$ cat src/rtl/sg_pkg.sv
package sg_pkg;
  localparam int unsigned DESC_BYTES = 12;
  localparam int unsigned IDX_W      = $clog2(DESC_BYTES);
  localparam int unsigned LEN_BYTES  = 3;
  localparam int unsigned LEN_FIRST  = 8;

  // Pointer step to the following descriptor, full 32-bit carry.
  function automatic logic [31:0] sg_ptr_step(input logic [31:0] p);
    return p + 32'(DESC_BYTES);
  endfunction

  // Place one descriptor byte into the address word (bytes 0..3).
  function automatic logic [31:0] sg_addr_merge(input logic [31:0] cur,
                                                input logic [IDX_W-1:0] idx,
                                                input logic [7:0] b);
    logic [31:0] r;
    r = cur;
    for (int k = 0; k < 4; k++)
      if (idx == IDX_W'(k)) r[8*k +: 8] = b;
    return r;
  endfunction

  // Place one descriptor byte into the length word (bytes 8..10).
  function automatic logic [23:0] sg_len_merge(input logic [23:0] cur,
                                               input logic [IDX_W-1:0] idx,
                                               input logic [7:0] b);
    logic [23:0] r;
    r = cur;
    for (int k = 0; k < LEN_BYTES; k++)
      if (idx == IDX_W'(LEN_FIRST + k)) r[8*k +: 8] = b;
    return r;
  endfunction
endpackage

$ cat src/rtl/sg_fetch.sv
module sg_fetch
  import sg_pkg::*;
(
  input  logic        clk,
  input  logic        rst_n,
  input  logic        start_i,
  input  logic [31:0] base_i,
  input  logic        rd_valid_i,
  input  logic [7:0]  rd_data_i,
  output logic        rd_req_o,
  output logic [31:0] rd_addr_o,
  output logic        busy_o,
  output logic        last_o,
  output logic        done_o,
  output logic [31:0] addr_o,
  output logic [23:0] len_o
);
  logic [IDX_W-1:0] idx_q;
  logic             take;

  assign take   = busy_o && rd_valid_i;
  assign last_o = take && (idx_q == IDX_W'(DESC_BYTES - 1));

  always_ff @(posedge clk) begin
    if (!rst_n) begin
      rd_req_o  <= 1'b0;
      rd_addr_o <= '0;
      busy_o    <= 1'b0;
      done_o    <= 1'b0;
      idx_q     <= '0;
      addr_o    <= '0;
      len_o     <= '0;
    end else begin
      rd_req_o <= 1'b0;
      done_o   <= 1'b0;
      if (start_i) begin
        rd_req_o  <= 1'b1;
        rd_addr_o <= base_i;
        busy_o    <= 1'b1;
        idx_q     <= '0;
      end else if (take) begin
        addr_o <= sg_addr_merge(addr_o, idx_q, rd_data_i);
        len_o  <= sg_len_merge(len_o, idx_q, rd_data_i);
        if (last_o) begin
          busy_o <= 1'b0;
          done_o <= 1'b1;
        end else begin
          idx_q <= idx_q + IDX_W'(1);
        end
      end
    end
  end
endmodule

$ cat src/rtl/sg_track.sv
module sg_track
  import sg_pkg::*;
#(
  parameter int unsigned CNT_W = 8
) (
  input  logic             clk,
  input  logic             rst_n,
  input  logic             restore_i,
  input  logic [CNT_W-1:0] cnt_i,
  input  logic [31:0]      ptr_i,
  input  logic             reload_i,
  input  logic             done_i,
  input  logic             resid_zero_i,
  output logic [CNT_W-1:0] cnt_o,
  output logic [31:0]      ptr_o,
  output logic             noload_o
);
  logic advance;
  assign advance = done_i && resid_zero_i && (cnt_o != '0);

  always_ff @(posedge clk) begin
    if (!rst_n) begin
      cnt_o    <= '0;
      ptr_o    <= '0;
      noload_o <= 1'b0;
    end else if (restore_i) begin
      cnt_o    <= cnt_i;
      ptr_o    <= ptr_i;
      noload_o <= !reload_i;
    end else if (advance) begin
      cnt_o    <= cnt_o - CNT_W'(1);
      ptr_o    <= sg_ptr_step(ptr_o);
      noload_o <= 1'b0;
    end else if (done_i && !resid_zero_i) begin
      noload_o <= 1'b1;
    end
  end
endmodule

$ cat src/rtl/sg_walker.sv
module sg_walker
  import sg_pkg::*;
#(
  parameter int unsigned CNT_W = 8
) (
  input  logic             clk,
  input  logic             rst_n,
  input  logic             phase_start,
  input  logic             xfer_done,
  input  logic [23:0]      xfer_resid,
  input  logic [31:0]      xfer_addr,
  output logic             rd_req,
  output logic [31:0]      rd_addr,
  input  logic             rd_valid,
  input  logic [7:0]       rd_data,
  output logic             fetch_busy,
  output logic             seg_valid,
  output logic [31:0]      seg_addr,
  output logic [23:0]      seg_len,
  output logic             seg_wide_odd,
  input  logic             ctx_save,
  input  logic             ctx_restore,
  input  logic [CNT_W-1:0] ctx_cnt_i,
  input  logic [31:0]      ctx_ptr_i,
  input  logic             ctx_reload_i,
  input  logic [31:0]      ctx_addr_i,
  input  logic [23:0]      ctx_len_i,
  output logic             ctx_wr,
  output logic [CNT_W-1:0] ctx_cnt_o,
  output logic [31:0]      ctx_ptr_o,
  output logic             ctx_reload_o
);
  // Named internal events, also observed by the checker.
  logic             restore_acc, start_acc, done_acc, need_fetch;
  logic             fetch_start, fetch_last, fetch_done, noload;
  logic [31:0]      f_addr;
  logic [23:0]      f_len;
  logic [CNT_W-1:0] cnt;
  logic [31:0]      ptr;

  assign restore_acc = ctx_restore && !fetch_busy && !seg_valid;
  assign start_acc   = phase_start && !fetch_busy && !seg_valid && !restore_acc;
  assign done_acc    = xfer_done && seg_valid && !fetch_busy;
  assign need_fetch  = (cnt != '0) && !noload;
  assign fetch_start = start_acc && need_fetch;

  sg_fetch u_fetch (
    .clk        (clk),
    .rst_n      (rst_n),
    .start_i    (fetch_start),
    .base_i     (ptr),
    .rd_valid_i (rd_valid),
    .rd_data_i  (rd_data),
    .rd_req_o   (rd_req),
    .rd_addr_o  (rd_addr),
    .busy_o     (fetch_busy),
    .last_o     (fetch_last),
    .done_o     (fetch_done),
    .addr_o     (f_addr),
    .len_o      (f_len)
  );

  sg_track #(.CNT_W(CNT_W)) u_track (
    .clk          (clk),
    .rst_n        (rst_n),
    .restore_i    (restore_acc),
    .cnt_i        (ctx_cnt_i),
    .ptr_i        (ctx_ptr_i),
    .reload_i     (ctx_reload_i),
    .done_i       (done_acc),
    .resid_zero_i (xfer_resid == '0),
    .cnt_o        (cnt),
    .ptr_o        (ptr),
    .noload_o     (noload)
  );

  always_ff @(posedge clk) begin
    if (!rst_n) begin
      seg_valid <= 1'b0;
      seg_addr  <= '0;
      seg_len   <= '0;
      ctx_wr    <= 1'b0;
    end else begin
      ctx_wr <= ctx_save || done_acc;
      if (restore_acc) begin
        seg_addr <= ctx_addr_i;
        seg_len  <= ctx_len_i;
      end else if (done_acc) begin
        seg_valid <= 1'b0;
        if (xfer_resid != '0) begin
          seg_addr <= xfer_addr;
          seg_len  <= xfer_resid;
        end
      end else if (fetch_done) begin
        seg_valid <= 1'b1;
        seg_addr  <= f_addr;
        seg_len   <= f_len;
      end else if (start_acc && !need_fetch) begin
        seg_valid <= 1'b1;
      end
    end
  end

  assign seg_wide_odd = seg_valid && (cnt > CNT_W'(1));
  assign ctx_cnt_o    = cnt;
  assign ctx_ptr_o    = ptr;
  assign ctx_reload_o = !noload;
endmodule

$ cat config.mk
export PLATFORM = sky130hd
export DESIGN_NAME = sg_walker
export DESIGN_NICKNAME = d
export VERILOG_FILES = /design/src/rtl/sg_pkg.sv /design/src/rtl/sg_fetch.sv /design/src/rtl/sg_track.sv /design/src/rtl/sg_walker.sv
export SDC_FILE = /design/constraint.sdc
export NUM_CORES = 1
export LEC_CHECK = 0
export BUFFER_PORTS_ARGS = -buffer_cell sky130_fd_sc_hd__clkbuf_2
export CORE_MARGIN = 8
export CORE_UTILIZATION = 51
export CTS_CLUSTER_SIZE = 14
export DETAILED_ROUTE_END_ITERATION = 8
export PLACE_DENSITY = 0.88
export REMOVE_ABC_BUFFERS = 1
export SLEW_MARGIN = 20
export SYNTH_ARGS = -nofsm -noshare
export SYNTH_HDL_FRONTEND = slang
export SYNTH_SLANG_ARGS = --single-unit
export TNS_END_PERCENT = 10
$ cat constraint.sdc
create_clock -name clk -period 3.2 [get_ports clk]
set_input_delay 0.48 -clock clk [delete_from_list [all_inputs] [get_ports clk]]
set_output_delay 0.48 -clock clk [all_outputs]
set_load 0.01 [all_outputs]
==> results of run 1 <==
## worst min-delay path by stage
stage,startpoint,end,slack [ns],depth (start not counted)
after global placement,u_fetch.rd_addr_o[21],u_fetch.rd_addr_o[21],0.44,2
after detailed placement,u_fetch.rd_addr_o[8],u_fetch.rd_addr_o[8],0.45,2
after floorplan,u_fetch.addr_o[0],u_fetch.addr_o[0],0.44,2
after CTS,ctx_reload_i,u_track.noload_o,0.23,2
after global routing,ctx_reload_i,u_track.noload_o,0.24,2
final,ctx_reload_i,u_track.noload_o,0.25,2
## cell type report
class,count,area (um2)
well taps,225,282
fillers,1471,5980
repair buffers,329,1780
multi-input cells,865,4770
clock buffers,18,439
flip-flops and latches,194,3880
inverters,17,66.3
clock inverters,13,151
## state kept, by name, indices dropped and copies added, names as in the netlist
name               count
ctx_wr                 1
u_fetch.rd_req_o       1
seg_len               24
seg_valid              1
u_fetch.len_o         24
u_track.ptr_o         32
u_fetch.addr_o        32
seg_addr              32
u_fetch.idx_q          4
u_fetch.rd_addr_o     32
u_track.noload_o       1
u_fetch.busy_o         1
u_track.cnt_o          8
u_fetch.done_o         1
## power by group
part           leakage [nW]  internal [mW]  total, mW  switching, mW
clock network         0.287           1.19       2.18          0.986
registers              1.58           2.57       2.72          0.149
logic                  2.61          0.449       1.09          0.640
total                  4.47           4.21       5.98           1.78
## metal layers
metal | track usage (%) | part of all wire [%] | vias up
li1 | - | - | 4615
met1 | 31.7 | 40 | 4432
met2 | 42.6 | 47 | 460
met3 | 6.77 | 10 | 52
met4 | 9.94 | 2.5 | 0
met5 | 0 | 0 | -
## kinds of logic after synthesis
logic type	synth area share [%]
muxes	6.29
DFF	42.8
AOI/OAI and AO/OA	18.2
buffers and inverters	4.92
adders and majority gates	1.10
and+or+nand+nor	25.5
xor gates and xnor gates	1.25
## cells in the final DEF (no fill, tap or decap), types with 4 or more instances in the layout
master,instances
nand2_1,314
clkbuf_2,300
dfxtp_1,194
a21oi_1,103
nor2_1,69
nand3_1,69
mux2i_1,57
a311o_1,56
o21ai_0,49
a31oi_1,25
buf_4,24
or4_1,18
nor4_1,17
clkbuf_16,17
inv_1,16
or3_1,15
o31ai_1,14
xnor2_1,13
ha_1,8
nand4_1,7
nand3b_1,5
buf_12,5
nor3_1,4
inv_6,4
## critical path: cells and delay by family (launching register included)
| family | cells | cell delay (ns) |
|---|---|---|
| flops | 1 | 0.43 |
| fa+ha+maj | 1 | 0.20 |
| simple gates | 3 | 1.14 |
| compound gates | 2 | 0.48 |
| buf+inv | 2 | 0.33 |
## stage by stage
step	cell area (um2)	power (mW)
after global placement	10800	3.82
after floorplan	8690	3.35
after detailed placement	10800	3.86
after CTS	11400	6.01
after global routing	11400	6.23
final	11400	5.98
==> flow_summary.yaml, run 1 <==
cts:
  cts_made_buffers: 17
  post_cts_buffers: 0
  cts_buffer_depth: 2
  cts_hold_repair.buffers: 0
  clkLatencyLatePin_ns: 0.43
  clkSinkCount: 194
  cts_max_level: 4
  cts_tree: "done"
  clock-root-buffer: "clkbuf_16"
  ctsResizeCount: 0
  clk_pin_slew_ns: 0.07
power:
  total_leakage_power_nw: 4.47
  ir_worst_vdd_mv: 0.362
  p_per_area_nw_per_um2: 526
critical_path:
  crit_path_start: "u_track.cnt_o[0]"
  slowest_stage: "or4_1"
  slowest_delay_ns: 0.51
  cp_data_arrival_time_ns: 3.00
  cp_common_cell: "or4_1"
  r2r_cells: 8
  required_ns: 3.55
  crit_chain: "inv_1, ha_1, nor3b_1, a21o_1, or4_1, buf_4, or4_1, a31oi_1"
  path_max_fanout: 21
  endpoint: "u_track.ptr_o[31]"
  critical_path_class: "reg2reg"
  end_kind: "register"
  reg2reg_to: "u_track.ptr_o[31]"
  reg2reg_slack_ns: 0.55
  start_kind: "register"
  r2r-start: "u_track.cnt_o[0]"
route:
  avgViaCountPerCell: 5.75
  drt_iter0_drc: 586
  routed_wirelength_mm: 29.7
  wire_per_inst_um: 17.9
  drc: 0
  antenna_left: 0
  vias: 9559
  firstDrtPassIters: 6
logic_synthesis:
  ys_types: 35
  netlist_instances: 1172
  yosysWarnings: 0
  syn_area_um2: 9070
  synthMostInstantiatedCell: "nand2_1"
  synth_top_area_share_pct: 42.8
  synth_commonest_cells: "nand2_1, dfxtp_1, a21oi_1, clkbuf_1, nor2_1"
  syn_avg_cell_area_um2: 7.74
  ys_seq_elements: 194
  yosysSeqAreaShare_pct: 42.8
  synth_flop_cell: "dfxtp_1"
  yosys.area.top_type: "dfxtp_1"
  synthTopCellsByArea: "dfxtp_1, nand2_1, mux2i_1, a311o_1, a21oi_1"
  synth_edf_count: 0
  async_flop_share_pct: 0
sta:
  relSlewSlack_pct: 53.2
  worstMarginPinSlew_ns: 0.695
  min_period_ns: 2.65
  setup_violations: 0
  rsz0062_at_grt: "no"
  setup_tns_ns: 0
  clock_skew_ns: 0.0125
  fin_ws_ns: 0.547
  whs_ns: 0.248
  max_freq_mhz: 377
  finalMaxSlewViolations: 0
  final_hold_viol_count: 0
  finalCritPeriodShare_pct: 82.9
die:
  initial_core_util_pct: 52.3
  die_w_um: 149
  core-area_um2: 17400
  row_count: 48
  die_h_um: 149
  io_pins: 302
  die-area_um2: 22300
grt:
  grt_usage_pct: 25.9
  grt_overflow: 0
  grt_pass1_vias: 9248
  grt_max_degree: 82
  grt_first_pass_wirelength_mm: 46.8
  antenna_found_initial: 0
final_layout:
  final_nets: 1600
  drive_gt1_share_pct: 25.7
  area_growth_pct: 25.4
  n_antenna_cell: 0
  final_util_pct: 65.5
  instances_no_fill: 1661
run:
  max_cap_violations: 0
place:
  dp.cells: 1630
  place_congestion: 0.891
  post-place-ws_ns: 0.417
  hpwlAfterDp_mm: 21.6
  port_buffers: 301
hold_path:
  hold_class: "in2reg"
outcome:
  outcome: "completed"
Note: power is estimated with default switching activity, not from simulation.
==> run 2, diff against run 1 <==
Settings changed: CORE_UTILIZATION 51 to 46, PLACE_DENSITY 0.88 to 0.84.
Clock period 3.2 ns to 2.3 ns, I/O delays scaled along.
==> flow_summary.yaml, run 2 (synthesized netlist as in run 1, its figures left out) <==
sta:
  rsz0062_at_grt: "yes"
  finalMaxSlewViolations: 0
  finalCritPeriodShare_pct: 101
  max_freq_mhz: 432
  relSlewSlack_pct: 51.3
  setup_tns_ns: -0.0146
  clock_skew_ns: 0.00790
  setup_violations: 1
  final_hold_viol_count: 0
  whs_ns: 0.142
  worstMarginPinSlew_ns: 0.730
  fin_ws_ns: -0.0146
  min_period_ns: 2.31
critical_path:
  path_max_fanout: 16
  cp_common_cell: "nand4_1"
  crit_chain: "nand4_1, nor4_1, nand4_1, buf_4, or4_1, a31oi_1"
  end_kind: "register"
  r2r-start: "u_track.ptr_o[18]"
  critical_path_class: "reg2reg"
  required_ns: 2.65
  slowest_stage: "or4_1"
  cp_data_arrival_time_ns: 2.67
  reg2reg_to: "u_track.ptr_o[31]"
  slowest_delay_ns: 0.51
  reg2reg_slack_ns: -0.01
  start_kind: "register"
  r2r_cells: 6
power:
  ir_worst_vdd_mv: 0.444
  p_per_area_nw_per_um2: 719
  total_leakage_power_nw: 4.71
route:
  drt_iter0_drc: 537
  wire_per_inst_um: 18.0
  vias: 9816
  drc: 0
  avgViaCountPerCell: 5.64
  antenna_left: 0
  firstDrtPassIters: 5
  routed_wirelength_mm: 31.3
hold_path:
  holdPathStages: 2
  hold_class: "in2reg"
  holdPathEnd: "u_track.noload_o"
  min_from: "ctx_reload_i"
die:
  core-area_um2: 19400
  die_h_um: 156
  row_count: 51
  die_w_um: 156
  io_pins: 302
  die-area_um2: 24500
  initial_core_util_pct: 46.8
grt:
  grt_pass1_vias: 9255
  grt_first_pass_wirelength_mm: 47.6
  grt_max_degree: 113
  grt_usage_pct: 24.3
  grt_overflow: 0
  antenna_found_initial: 0
final_layout:
  final_nets: 1638
  layout_commonest_cell: "nand2_1"
  n_antenna_cell: 0
  fin_area_um2: 11800
  seq_area_um2: 3890
  final_cell_mix: "nand2_1, clkbuf_2, dfxtp_1"
  fillers: 1719
  multiInputGateArea_um2: 4800
  drive_gt1_share_pct: 28.0
  final_util_pct: 61.0
  area_growth_pct: 30.5
place:
  place_area_um2: 11200
  post-place-ws_ns: -0.634
  hpwlAfterDp_mm: 22.5
  port_buffers: 301
  place_congestion: 0.893
run:
  max_cap_violations: 0
cts:
  cts_made_buffers: 17
  clk_pin_slew_ns: 0.07
  cts_hold_repair.buffers: 0
  clkSinkCount: 194
  clock-root-buffer: "clkbuf_16"
  cts_max_level: 4
  cts_buffer_depth: 2
  cts_tree: "done"
  clkLatencyLatePin_ns: 0.43
outcome:
  violations: "negative setup slack"
  outcome: "complete, but fails checks"
run 2: cell type report:
cell class	count	share of cell area (%)
Clock inverter	11	1.28
Multi-Input combinational cell	865	40.6
Sequential cell	194	32.8
Tap cell	265	2.80
Inverter	17	0.560
Clock buffer	21	3.80
Timing Repair Buffer	367	18.1
run 2: worst max-delay path: cells and delay by family, from the launching register on:
kind / cells / cell delay (ns)
compound gates: 1 / 0.17
simple gates: 4 / 1.44
flops: 1 / 0.40
buf+inv: 1 / 0.22
run 2: routing by layer:
layer  track usage (%)  up-vias  part of all wire, %
met4              8.88        0                  2.5
met3              5.71       54                  8.5
met1              29.6     4626                   41
met5                 0        -                    0
met2              41.0      450                   47
li1                  -     4686                    -
run 2: timing repair:
action,4_1_cts,5_1_grt
gates resized for setup,5,7
setup endpoints to repair,22,14
pin swaps,1,2
cloned,0,1
setup buffers,0,1
run 2: worst max path at each step:
stage	start	end	cells past startpoint
2_1_floorplan	seg_valid	seg_addr[0]	5
3_3_place_gp	xfer_resid[22]	u_track.ptr_o[31]	8
3_5_place_dp	xfer_resid[22]	u_track.ptr_o[31]	8
4_1_cts	u_track.cnt_o[0]	u_track.ptr_o[31]	8
5_1_grt	u_track.cnt_o[1]	u_track.ptr_o[18]	7
6_report	u_track.ptr_o[18]	u_track.ptr_o[31]	6
run 2: power breakdown:
part,switching [mW],internal [mW]
sequential,0.163,3.58
combinational,0.965,0.698
clock,1.35,1.76
run 2: per-stage QoR:
stage / cells / power [mW]
CTS: 1738 / 8.55
floorplan: 1076 / 4.67
finish: 1740 / 8.51
detailed placement: 1706 / 5.46
global placement: 1706 / 5.42
global route: 1740 / 8.88
==> run 3, diff against run 2 <==
Settings changed: CORE_UTILIZATION 46 to 55, PLACE_DENSITY 0.84 to 0.93, TNS_END_PERCENT 10 to 30.
Clock period 2.3 ns to 2.9 ns, I/O delays scaled along.
==> flow_summary.yaml, run 3 (synthesized netlist as in run 1, its figures left out) <==
outcome:
  outcome: "completed"
final_layout:
  final_nets: 1597
  final_cell_mix: "nand2_1, clkbuf_2, dfxtp_1"
  seq_area_um2: 3880
  fillers: 1305
  area_growth_pct: 25.4
  layout_commonest_cell: "nand2_1"
  final_util_pct: 69.6
  drive_gt1_share_pct: 25.6
  multiInputGateArea_um2: 4770
grt:
  met3_usage_pct: 6.77
  grt_usage_pct: 27.0
  grt_busiest_layer: "met2"
  met2_usage_pct: 46.1
  grt_pass1_vias: 9240
  antenna_found_initial: 0
  grt_first_pass_wirelength_mm: 45.2
  use_met1_pct: 31.6
  grt_overflow: 0
  grt_max_degree: 104
place:
  place_congestion: 0.866
  post-place-ws_ns: -0.126
  hpwlAfterDp_mm: 21.2
  port_buffers: 301
cts:
  clk_pin_slew_ns: 0.07
  clock-root-buffer: "clkbuf_16"
  cts_hold_repair.buffers: 0
  clkLatencyLatePin_ns: 0.42
  cts_tree: "done"
  cts_made_buffers: 17
  clkSinkCount: 194
  ctsResizeCount: 0
  cts_max_level: 4
  cts_buffer_depth: 2
  post_cts_buffers: 0
power:
  total_leakage_power_nw: 4.47
  total_power_mw: 6.57
  p_per_area_nw_per_um2: 578
  ir_worst_vdd_mv: 0.464
route:
  drt_iter0_drc: 768
  avgViaCountPerCell: 5.84
  antenna_left: 0
  vias: 9667
  firstDrtPassIters: 8
  wire_per_inst_um: 17.8
  routed_wirelength_mm: 29.5
  drc: 0
sta:
  max_freq_mhz: 391
  clock_skew_ns: 0.0121
  finalCritPeriodShare_pct: 88.1
  worstMarginPinSlew_ns: 0.750
  finalMaxSlewViolations: 0
  setup_violations: 0
  fin_ws_ns: 0.345
  final_hold_viol_count: 0
  min_period_ns: 2.55
  relSlewSlack_pct: 49.6
  whs_ns: 0.214
  rsz0062_at_grt: "no"
die:
  die_w_um: 144
  io_pins: 302
  initial_core_util_pct: 55.5
  row_count: 47
  die-area_um2: 20900
  die_h_um: 144
  core-area_um2: 16300
critical_path:
  crit_chain: "clkbuf_2, nor4_1, buf_4, nand4_1, or4_1, buf_4, or4_1, a31oi_1"
  slowest_delay_ns: 0.57
  start_kind: "input port"
  required_ns: 3.25
  path_max_fanout: 23
  slowest_stage: "or4_1"
  cp_data_arrival_time_ns: 2.90
  end_kind: "register"
  critical_path_class: "in2reg"
run:
  max_cap_violations: 0
hold_path:
  hold_class: "in2reg"
[run 3: cell types whose count changed in the layout (fill, tap and decap cells not counted), moves of 2 or more]
cell	previous run	this run
buf_4	56	18
clkbuf_1	3	0
dfxtp_1	191	194
dfxtp_2	3	0
buf_12	10	8
clkinv_2	2	4
clkinvlp_4	1	3
nor4_1	15	17
or4_1	16	18
or4_4	3	1
[run 3: final cells by class]
type,instances,share of cell area (%)
clock buffers,17,3.74
inverters,17,0.583
well taps,220,2.42
multi-input cells,865,41.9
diodes,1,0.0220
repair buffers,326,15.8
clock inverters,15,1.36
flip-flops and latches,194,34.1
[run 3: routing by layer]
| metal | up-vias | wire length [um] |
|---|---|---|
| met5 | - | 0 |
| met1 | 4525 | 11500 |
| met3 | 51 | 2980 |
| li1 | 4610 | - |
| met4 | 0 | 656 |
| met2 | 481 | 14400 |
[run 3: power breakdown]
group          total, mW  internal, mW  switching [mW]
Sequential          3.00          2.84           0.159
Combinational       1.20         0.499           0.705
Clock               2.37          1.28            1.09
Total               6.57          4.62            1.95
[run 3: worst max-delay path: cells and delay by family]
kind / cells / cell delay [ns]
buffers and inverters: 3 / 0.52
and+or+nand+nor: 4 / 1.78
AOI/OAI and AO/OA: 1 / 0.16
[run 3: worst paths after layout]
kind | cells past startpoint | start | endpoint | slack, ns
setup reg to reg | 8 | u_track.cnt_o[1] | u_track.ptr_o[31] | 0.37
hold / removal | 2 | ctx_reload_i | u_track.noload_o | 0.21
setup / recovery | 8 | xfer_resid[22] | u_track.ptr_o[31] | 0.35
hold reg to reg | 2 | u_fetch.rd_addr_o[6] | u_fetch.rd_addr_o[6] | 0.46
[run 3: stage by stage]
stage	TNS [ns]	instance area [um2]	cells
floorplan	-145.16	8690	1076
global placement	-0.490	10800	1622
detailed placement	-0.926	10800	1622
CTS	0	11400	1654
global route	0	11400	1654
finish	0	11400	1655
